**src/rtl/copy_rule_pkg.sv**
```systemverilog
package copy_rule_pkg;
    typedef enum logic [0:0] {
        ST_WATCH   = 1'b0,
        ST_TRIPPED = 1'b1
    } mon_state_e;
endpackage

```
**src/rtl/copy_match_census.sv**
```systemverilog
// Counts live matching ways and summarises their modified flags.
module copy_match_census #(
    parameter int NUM_WAYS = 8,
    parameter int CNT_W    = $clog2(NUM_WAYS + 1)
) (
    input  logic [NUM_WAYS-1:0] way_hit,
    input  logic [NUM_WAYS-1:0] way_valid,
    input  logic [NUM_WAYS-1:0] way_dirty,
    output logic [NUM_WAYS-1:0] live_mask,
    output logic [CNT_W-1:0]    live_count,
    output logic                all_clean,
    output logic                all_dirty
);
    logic [NUM_WAYS-1:0] live_dirty;
    logic [NUM_WAYS-1:0] live_clean;

    genvar g;
    generate
        for (g = 0; g < NUM_WAYS; g++) begin : g_way
            assign live_mask[g]  = way_hit[g] & way_valid[g];
            assign live_dirty[g] = live_mask[g] & way_dirty[g];
            assign live_clean[g] = live_mask[g] & ~way_dirty[g];
        end
    endgenerate

    always_comb begin
        live_count = '0;
        for (int i = 0; i < NUM_WAYS; i++) begin
            live_count = live_count + CNT_W'(live_mask[i]);
        end
    end

    assign all_clean = (live_dirty == '0);
    assign all_dirty = (live_clean == '0);
endmodule

```
**src/rtl/copy_rule_judge.sv**
```systemverilog
// Decides whether a census is allowed by the two-copy / three-copy rule.
module copy_rule_judge #(
    parameter int CNT_W = 4
) (
    input  logic             check_en,
    input  logic [CNT_W-1:0] live_count,
    input  logic             all_clean,
    input  logic             all_dirty,
    output logic             violation
);
    localparam logic [CNT_W-1:0] CLEAN_COPIES = CNT_W'(2);
    localparam logic [CNT_W-1:0] DIRTY_COPIES = CNT_W'(3);

    logic legal;

    always_comb begin
        legal = (live_count == '0)
             || ((live_count == CLEAN_COPIES) && all_clean)
             || ((live_count == DIRTY_COPIES) && all_dirty);
        violation = check_en && !legal;
    end
endmodule

```
**src/rtl/copy_rule_monitor.sv**
```systemverilog
module copy_rule_monitor #(
    parameter int NUM_WAYS = 8
) (
    input  logic                              clk,
    input  logic                              rst_n,
    input  logic                              lookup_vld,
    input  logic [NUM_WAYS-1:0]               way_hit,
    input  logic [NUM_WAYS-1:0]               way_valid,
    input  logic [NUM_WAYS-1:0]               way_dirty,
    input  logic                              irq_clr,
    output logic                              mchk_irq,
    output logic [$clog2(NUM_WAYS+1)-1:0]     syn_count,
    output logic [NUM_WAYS-1:0]               syn_mask
);
    import copy_rule_pkg::*;

    localparam int CNT_W = $clog2(NUM_WAYS + 1);

    logic [NUM_WAYS-1:0] live_mask;
    logic [CNT_W-1:0]    live_count;
    logic                all_clean;
    logic                all_dirty;
    logic                violation;
    logic                capture;

    mon_state_e state_q, state_d;

    copy_match_census #(
        .NUM_WAYS (NUM_WAYS),
        .CNT_W    (CNT_W)
    ) u_census (
        .way_hit    (way_hit),
        .way_valid  (way_valid),
        .way_dirty  (way_dirty),
        .live_mask  (live_mask),
        .live_count (live_count),
        .all_clean  (all_clean),
        .all_dirty  (all_dirty)
    );

    copy_rule_judge #(
        .CNT_W (CNT_W)
    ) u_judge (
        .check_en   (lookup_vld),
        .live_count (live_count),
        .all_clean  (all_clean),
        .all_dirty  (all_dirty),
        .violation  (violation)
    );

    // Next-state logic
    always_comb begin
        state_d = state_q;
        unique case (state_q)
            ST_WATCH:   if (violation) state_d = ST_TRIPPED;
            ST_TRIPPED: if (irq_clr)   state_d = ST_WATCH;
            default:                   state_d = ST_WATCH;
        endcase
    end

    // State register
    always_ff @(posedge clk) begin
        if (!rst_n) state_q <= ST_WATCH;
        else        state_q <= state_d;
    end

    // Outputs: request follows state, syndrome latched on the first violation
    assign capture  = (state_q == ST_WATCH) && violation;
    assign mchk_irq = (state_q == ST_TRIPPED);

    always_ff @(posedge clk) begin
        if (!rst_n) begin
            syn_count <= '0;
            syn_mask  <= '0;
        end else if (capture) begin
            syn_count <= live_count;
            syn_mask  <= live_mask;
        end
    end
endmodule

```
**config.mk**
```make
export PLATFORM = sky130hd
export DESIGN_NAME = copy_rule_monitor
export DESIGN_NICKNAME = d
export VERILOG_FILES = /design/src/rtl/copy_rule_pkg.sv /design/src/rtl/copy_match_census.sv /design/src/rtl/copy_rule_judge.sv /design/src/rtl/copy_rule_monitor.sv
export SDC_FILE = /design/constraint.sdc
export NUM_CORES = 1
export LEC_CHECK = 0
export BUFFER_PORTS_ARGS = -buffer_cell sky130_fd_sc_hd__buf_2
export CORE_MARGIN = 10
export CORE_UTILIZATION = 45
export CTS_CLUSTER_DIAMETER = 80
export CTS_CLUSTER_SIZE = 12
export DETAILED_ROUTE_END_ITERATION = 8
export PLACE_DENSITY = 0.77
export SETUP_SLACK_MARGIN = 0.4
export SLEW_MARGIN = 20
export SYNTH_ARGS = -nofsm -noshare
export SYNTH_HDL_FRONTEND = slang
export SYNTH_SLANG_ARGS = --single-unit
```
**constraint.sdc**
```tcl
create_clock -name clk -period 5.9 [get_ports clk]
set_clock_uncertainty 0.15 [all_clocks]
set_input_delay 1.18 -clock clk [delete_from_list [all_inputs] [get_ports clk]]
set_output_delay 1.18 -clock clk [all_outputs]
set_load 0.02 [all_outputs]
```
## Word level (Yosys, flattened, before mapping)

Index checks and enable logic that the tools add are counted.
W data, S select, Z words.

- Eq/ne operators: 2
- Bitwise operators: 33
- $lt $le $gt $ge: 0
- Add/sub/neg operators: 7
- Reduce and logical (&&, ||, !) cells: 10
- Divide/modulo/power cells: 0
- Shifts and indexed selects: 0
- Muxes and demuxes: 3
- Multiply operators: 0

Operator list:

| operator | number |
|---|---|
| $add A4 B1 Y4 | 6 |
| $and A1 B1 Y1 | 24 |
| $logic_not A8 Y1 | 2 |
| $not A1 Y1 | 9 |
| $eq A4 B2 Y1 const B | 2 |
| $logic_and A1 B1 Y1 | 4 |
| $logic_not A4 Y1 | 1 |
| $add A1 B1 Y2 | 1 |
| $logic_or A1 B1 Y1 | 2 |
| $mux W1 | 2 |
| $pmux W1 S2 | 1 |
| $logic_not A1 Y1 | 1 |

- Memories kept: 0
- Memory bits (writable): 0
- Output and inout bits: 13
- ROM bits: 0
- Input port bits: 28
- Latch bits: 0
- Bits in registers: 13
- Word-level logic and storage cells: 58

## Depth between registers and ports, before layout

- Depth after elaboration: 16
- Depth in mapped cells: 16
- Depth with buffers taken out: 15

## Hierarchy

A second synthesis with hierarchy kept.

- Cell total of the unflattened synthesis: 104
- Area, all modules: 869.6 sq um

By module, submodules not included:

| module | sequential area each (sq um) | cells each | area an instance (sq um) | instances |
|---|---|---|---|---|
| copy_rule_monitor | 260.2 | 56 | 538.0 | 1 |
| copy_match_census | 0.0 | 43 | 304.0 | 1 |
| copy_rule_judge | 0.0 | 5 | 27.5 | 1 |

## Worst setup path after synthesis

Ideal clock, no wire load.

- Kind: input to register
- Start point: input way_hit[1]
- End point: register state_q, in the netlist mchk_irq
- Arrival time: 4.442 ns
- Buffers on the path: 1
- Path slack: 1.193 ns
- Library setup time: 0.115 ns
- Stages on the path: 15
- Data required time: 5.635 ns
- Cell sequence: and2_1 ha_1 inv_1 fa_1 fa_1 inv_1 fa_1 inv_1 fa_1 nor2b_1 o21ai_1 nor4_4 a211oi_4 buf_6 o21a_1

- Longest elaborated chain between the ends: 16
- Elaborated cells on any way between the ends: 23
- Classes of those cells: add/sub: 7; eq/ne: 2; mux: 2; bitwise: 3; reduce/logical: 9

Ends and longest elaborated chain:

| element | RTL line | text |
|---|---|---|
| from (decl) | copy_rule_monitor.sv:7 | `input logic [NUM_WAYS-1:0] way_hit,` |
| $and A1 B1 Y1 (*) | copy_match_census.sv:20 | `assign live_mask[g] = way_hit[g] & way_valid[g];` |
| $add A1 B1 Y2 | copy_match_census.sv:29 | `live_count = live_count + CNT_W'(live_mask[i]);` |
| $add A4 B1 Y4 (6 in a row) | copy_match_census.sv:29 |  |
| $eq A4 B2 Y1 | copy_rule_judge.sv:18 | `\|\| ((live_count == CLEAN_COPIES) && all_clean)` |
| $logic_and A1 B1 Y1 | copy_rule_judge.sv:18 |  |
| $logic_or A1 B1 Y1 | copy_rule_judge.sv:18 |  |
| $logic_or A1 B1 Y1 (*) | copy_rule_judge.sv:19 | `\|\| ((live_count == DIRTY_COPIES) && all_dirty);` |
| $logic_not A1 Y1 (*) | copy_rule_judge.sv:20 | `violation = check_en && !legal;` |
| $logic_and A1 B1 Y1 (*) | copy_rule_judge.sv:20 |  |
| $mux W1 (*) | copy_rule_monitor.sv:55 | `ST_WATCH: if (violation) state_d = ST_TRIPPED;` |
| $pmux W1 S2 (*) | copy_rule_monitor.sv:54 | `unique case (state_q)` |
| to (signal assigned) | copy_rule_monitor.sv:64 | `else state_q <= state_d;` |
| to (decl) | copy_rule_monitor.sv:26 | `mon_state_e state_q, state_d;` |

Every way passes the cells marked *; elsewhere a longest branch is shown, timed or not.
A chain may end at the register's enable or synchronous reset.

## Final worst setup path

- Start point: input way_hit[1]
- End point: register syn_count[3]

- Longest elaborated chain between the ends: 15
- Elaborated cells on any way between the ends: 22
- Classes of those cells: add/sub: 7; eq/ne: 2; bitwise: 3; reduce/logical: 10

Ends and longest elaborated chain:

| element | RTL line | text |
|---|---|---|
| $and A1 B1 Y1 (*) | copy_match_census.sv:20 |  |
| named net live_mask[1] | copy_rule_monitor.sv:19 | `logic [NUM_WAYS-1:0] live_mask;` |
| $add A1 B1 Y2 | copy_match_census.sv:29 |  |
| $add A4 B1 Y4 (6 in a row) | copy_match_census.sv:29 |  |
| $eq A4 B2 Y1 | copy_rule_judge.sv:18 |  |
| $logic_and A1 B1 Y1 | copy_rule_judge.sv:18 |  |
| $logic_or A1 B1 Y1 | copy_rule_judge.sv:18 |  |
| $logic_or A1 B1 Y1 | copy_rule_judge.sv:19 |  |
| $logic_not A1 Y1 | copy_rule_judge.sv:20 |  |
| $logic_and A1 B1 Y1 | copy_rule_judge.sv:20 |  |
| $logic_and A1 B1 Y1 | copy_rule_monitor.sv:68 | `assign capture = (state_q == ST_WATCH) && violation;` |
| to (signal assigned) | copy_rule_monitor.sv:76 | `syn_count <= live_count;` |
| to (decl) | copy_rule_monitor.sv:12 | `output logic [$clog2(NUM_WAYS+1)-1:0] syn_count,` |

The timed path passes the listed nets; every way through them passes the cells marked *.

==> results.md <==
Place:
- The area of placed instances is 0.001112 mm^2.
- The congestion estimate from routability-driven global placement came to 0.8450.
- The number of input and output port buffers inserted is 40.
- The final HPWL from detailed placement is 2086 um.

Clock tree:
- The clock root buffer is clkbuf_4.
- In this run the number of H-tree levels came out at 1.
- The total clock buffers created by CTS is 3.
- The hold buffer count at CTS is 0.
- The number of instances resized during post-cts repair is 0.
- Buffers added to address setup during post-CTS repair amount to 0.
- TritonCTS built the clock tree.
- No sink is reached through more buffers than the 2 on the longest clock path.
- Clock-pin slew was measured on the worst setup and hold paths at 80 ps.
- At the later pin of the worst-skew pair, clock insertion delay measures 270 ps.
- The tree built by TritonCTS fans out to 13 sinks.

Floorplanning:
- The width of the die is 64.46 um.
- For this design the top-level I/O count stands at 41.
- The height of the die is 64.46 um.
- The die covers 0.004155 mm^2.
- The floorplan has 16 rows.
- The core region is 0.001922 mm^2.
- The initial core utilization is 46.29%.

Timing:
- The total count of max-transition violations in the final report is 0.
- The final count of hold timing violations is 0.
- At the pin with the least slew margin, the transition time is 487.2 ps.
- Setup repair after global routing left no endpoint under its margin.
- Setup violations remaining at the end of the flow were counted as 0.
- The post-route minimum period is 4951 ps.
- Headroom to the max-slew limit came out at 67.41%.
- The worst path uses 83.92% of the clock period.
- In the final timing run, aggregate negative setup slack is 0 ps.
- Static timing analysis puts the maximum clock frequency at 202.0 MHz.

Cells and area:
- The total inserted antenna cells is 0.
- The share of final-layout standard cells stronger than drive strength 1 is 35.46%.
- The area of combinational cells with multiple inputs is 584.3 um^2.
- The fill cell total of the finished layout is 199.
- The finished cells cover 0.001140 mm^2.
- The net count of the finished layout is 177.
- Across the whole layout, storage elements account for 260.3 um^2.
- From synthesis to final layout, the design area changed by 28.13%.

Worst setup path:
- STA classifies the critical path startpoint as an input port.
- Setup slack on the worst reg-to-reg path comes out at 4080 ps.
- The critical path ends at syn_count[3]$_SDFFE_PN0P_.
- Along the worst path, the maximum fanout reaches 8.
- The critical path startpoint is way_hit[1].
- For the worst flop-to-flop path, the logic depth is 4.
- STA puts the critical path data required time at 5920 ps.
- The critical path is of the input port to flop type.
- The capture instance of the worst register-to-register path is syn_count[3]$_SDFFE_PN0P_.
- The arrival time at the worst endpoint is 4970 ps.
- The endpoint class of the critical path is a flop.
- The startpoint identified for the worst register-to-register timing path is mchk_irq$_SDFF_PN0_.

GRT:
- Entering global routing, the biggest net connects 26 pins.
- The global-route wire length before repair is 4153 um.
- For this run the aggregate overflow at the end of global routing stands at 0.
- The initial antenna violation count is 0.
- Global routing consumed, over all layers together, 11.96% of the routing resources.
- The via count of the first global-routing pass is 1004.

Power and ir drop:
- Summed over all cells, the static leakage comes to 0.0005416 uW.
- VDD sags by at most 0.1851 mV.
- Dividing total power by cell area gives a power density of 244.6 mW/mm^2.

Logic synthesis:
- Counting flops with an async set or reset pin after synthesis yields a share of 0%.
- The number of enable-type register cells in the synthesized netlist is 0.
- The register bit count reported by yosys is 13.
- By area the synthesized netlist is led by dfxtp_1 29%, mux2i_1 11%, nand2_1 9.3%.
- The fraction of post-synthesis cell area in the top cell type by area is 29.25%.
- Synthesis handed over a netlist of 99 instances.
- The most frequent cell after synthesis is nand2_1.
- After synthesis, the largest family of logic cells by area is simple AND/OR/NAND/NOR gates.
- The sequential element share of the synthesized area is 29.25%.
- The basic-gate share of the synthesized area counting and, or, nand and nor cells is 27.00%.
- Ranked by instance count, the synthesized netlist is headed by 22 x nand2_1, 13 x dfxtp_1, 10 x mux2i_1.
- In the synthesized netlist, mux cells make up 12.52% of the area.
- After synthesis, the mean cell area works out to 8.986 um^2.
- The net count of the mapped netlist is 134.
- Among all flip-flop cells after synthesis, the most frequent one is dfxtp_1.
- Of the total synthesized cell area, the portion taken by XOR and XNOR cells is 0%.
- The Yosys step of the flow raised 0 warnings.
- The synthesized netlist devotes 12.94% of its cell area to compound gates.
- In this run, distinct cell masters in the synthesized netlist total 30.
- The post-synthesis cell type with the largest combined area is dfxtp_1.
- After synthesis the cells add up to 889.6 um^2.
- The adder and majority cell fraction of the synthesized area is 13.22%.

Detailed routing:
- The DRC violation count after routing is 0.
- After the first detailed-routing iteration, the DRC count stood at 45.
- The vias after detailed routing is 855.
- The residual antenna-violating net count after detailed routing is 0.
- The total detailed-routing wirelength is 2378 um.
- The final routed wire length divided by cell count is 14.15 um.
- In the routed layout, each cell is associated on average with a via count of 5.089.
- The pre-antenna-repair detailed-routing pass consisted of 4 iterations.

Run:
- The count of max-cap constraint violations is 0.

Status:
- The run finished with clean final reports.

Min path:
- In this run the worst hold path is classified as flop to flop.
final cells by class:
type	instances	share of cell area, %
clock buffer	3	1.976
clock inverter	1	0.4391
inverter	7	2.305
multi-input combinational	76	51.26
sequential	13	22.83
tap	27	2.964
timing repair buffer	41	18.22
cell usage in the layout (no fill, tap or decap), drive strengths merged:
cell,count
nand2,22
mux2,1
a211oi,1
and3,1
nand2b,2
and2,4
nand3b,4
nor4,1
fa,4
o2111ai,1
nor2,2
o32ai,1
or3b,1
clkbuf,3
o21a,1
mux2i,10
a32oi,3
a21oi,2
ha,3
a31oi,1
buf,41
dfxtp,13
nand3,4
o21ai,1
inv,7
clkinv,1
o221ai,1
a41o,1
nor2b,4
kinds of logic after synthesis:
kind of cell             after synthesis
multiplexers                          11
AND/OR/NAND/NOR                       45
buffers and inverters                 10
flip-flops                            13
AO/OA/AOI/OAI                         13
adder cells (fa/ha/maj)                7
layer usage:
layer | global-route usage, % | up-vias | share of wire [%]
met3 | 4.467 | 6 | 5.7
met2 | 21.55 | 17 | 54
met5 | 0 | - | 0
met1 | 12.35 | 404 | 39
met4 | 4.278 | 0 | 1.6
li1 | - | 428 | -
per-stage QoR:
stage / instances / total power [uW] / hold WS [ps] / utilization [%] / setup WS, ps
5_1_grt: 168 / 301.3 / 343.6 / 59.31 / 773.0
4_1_cts: 168 / 283.7 / 313.1 / 59.31 / 958.8
3_3_place_gp: 164 / 223.9 / 291.0 / 57.88 / 745.9
2_1_floorplan: 99 / 194.2 / 383.2 / - / 1193
3_5_place_dp: 164 / 228.1 / 299.1 / 57.88 / 657.6
6_report: 168 / 278.8 / 310.1 / 59.31 / 948.9
power by group:
group,switching [uW],internal (uW),total [uW]
clock network,28.9,25.1,54.0
registers,4.58,97.8,102
logic,68.5,53.9,122
how the worst min path moves through the flow:
stage	start	cells past startpoint	to	slack, ps
global placement	syn_mask[7]$_SDFFE_PN0P_	2	syn_mask[7]$_SDFFE_PN0P_	290
global route	syn_mask[4]$_SDFFE_PN0P_	2	syn_mask[4]$_SDFFE_PN0P_	340
finish	syn_count[2]$_SDFFE_PN0P_	2	syn_count[2]$_SDFFE_PN0P_	310
CTS	syn_count[2]$_SDFFE_PN0P_	2	syn_count[2]$_SDFFE_PN0P_	310
floorplan	syn_count[1]$_SDFFE_PN0P_	2	syn_count[1]$_SDFFE_PN0P_	380
detailed placement	syn_mask[1]$_SDFFE_PN0P_	2	syn_mask[1]$_SDFFE_PN0P_	300
state kept, by name, indices dropped and copies added, names as in the netlist:
register,cells
syn_mask,8
syn_count,4
mchk_irq,1
worst max-delay path: stages:
cell,delay (ps)
buf_2,100
and2_1,180
ha_1,300
inv_1,70
fa_1,420
fa_1,490
inv_1,50
fa_1,370
inv_1,80
fa_1,440
a41o_1,250
a211oi_4,460
buf_4,260
mux2_1,320
No activity file was read; power rests on OpenSTA's default activity.
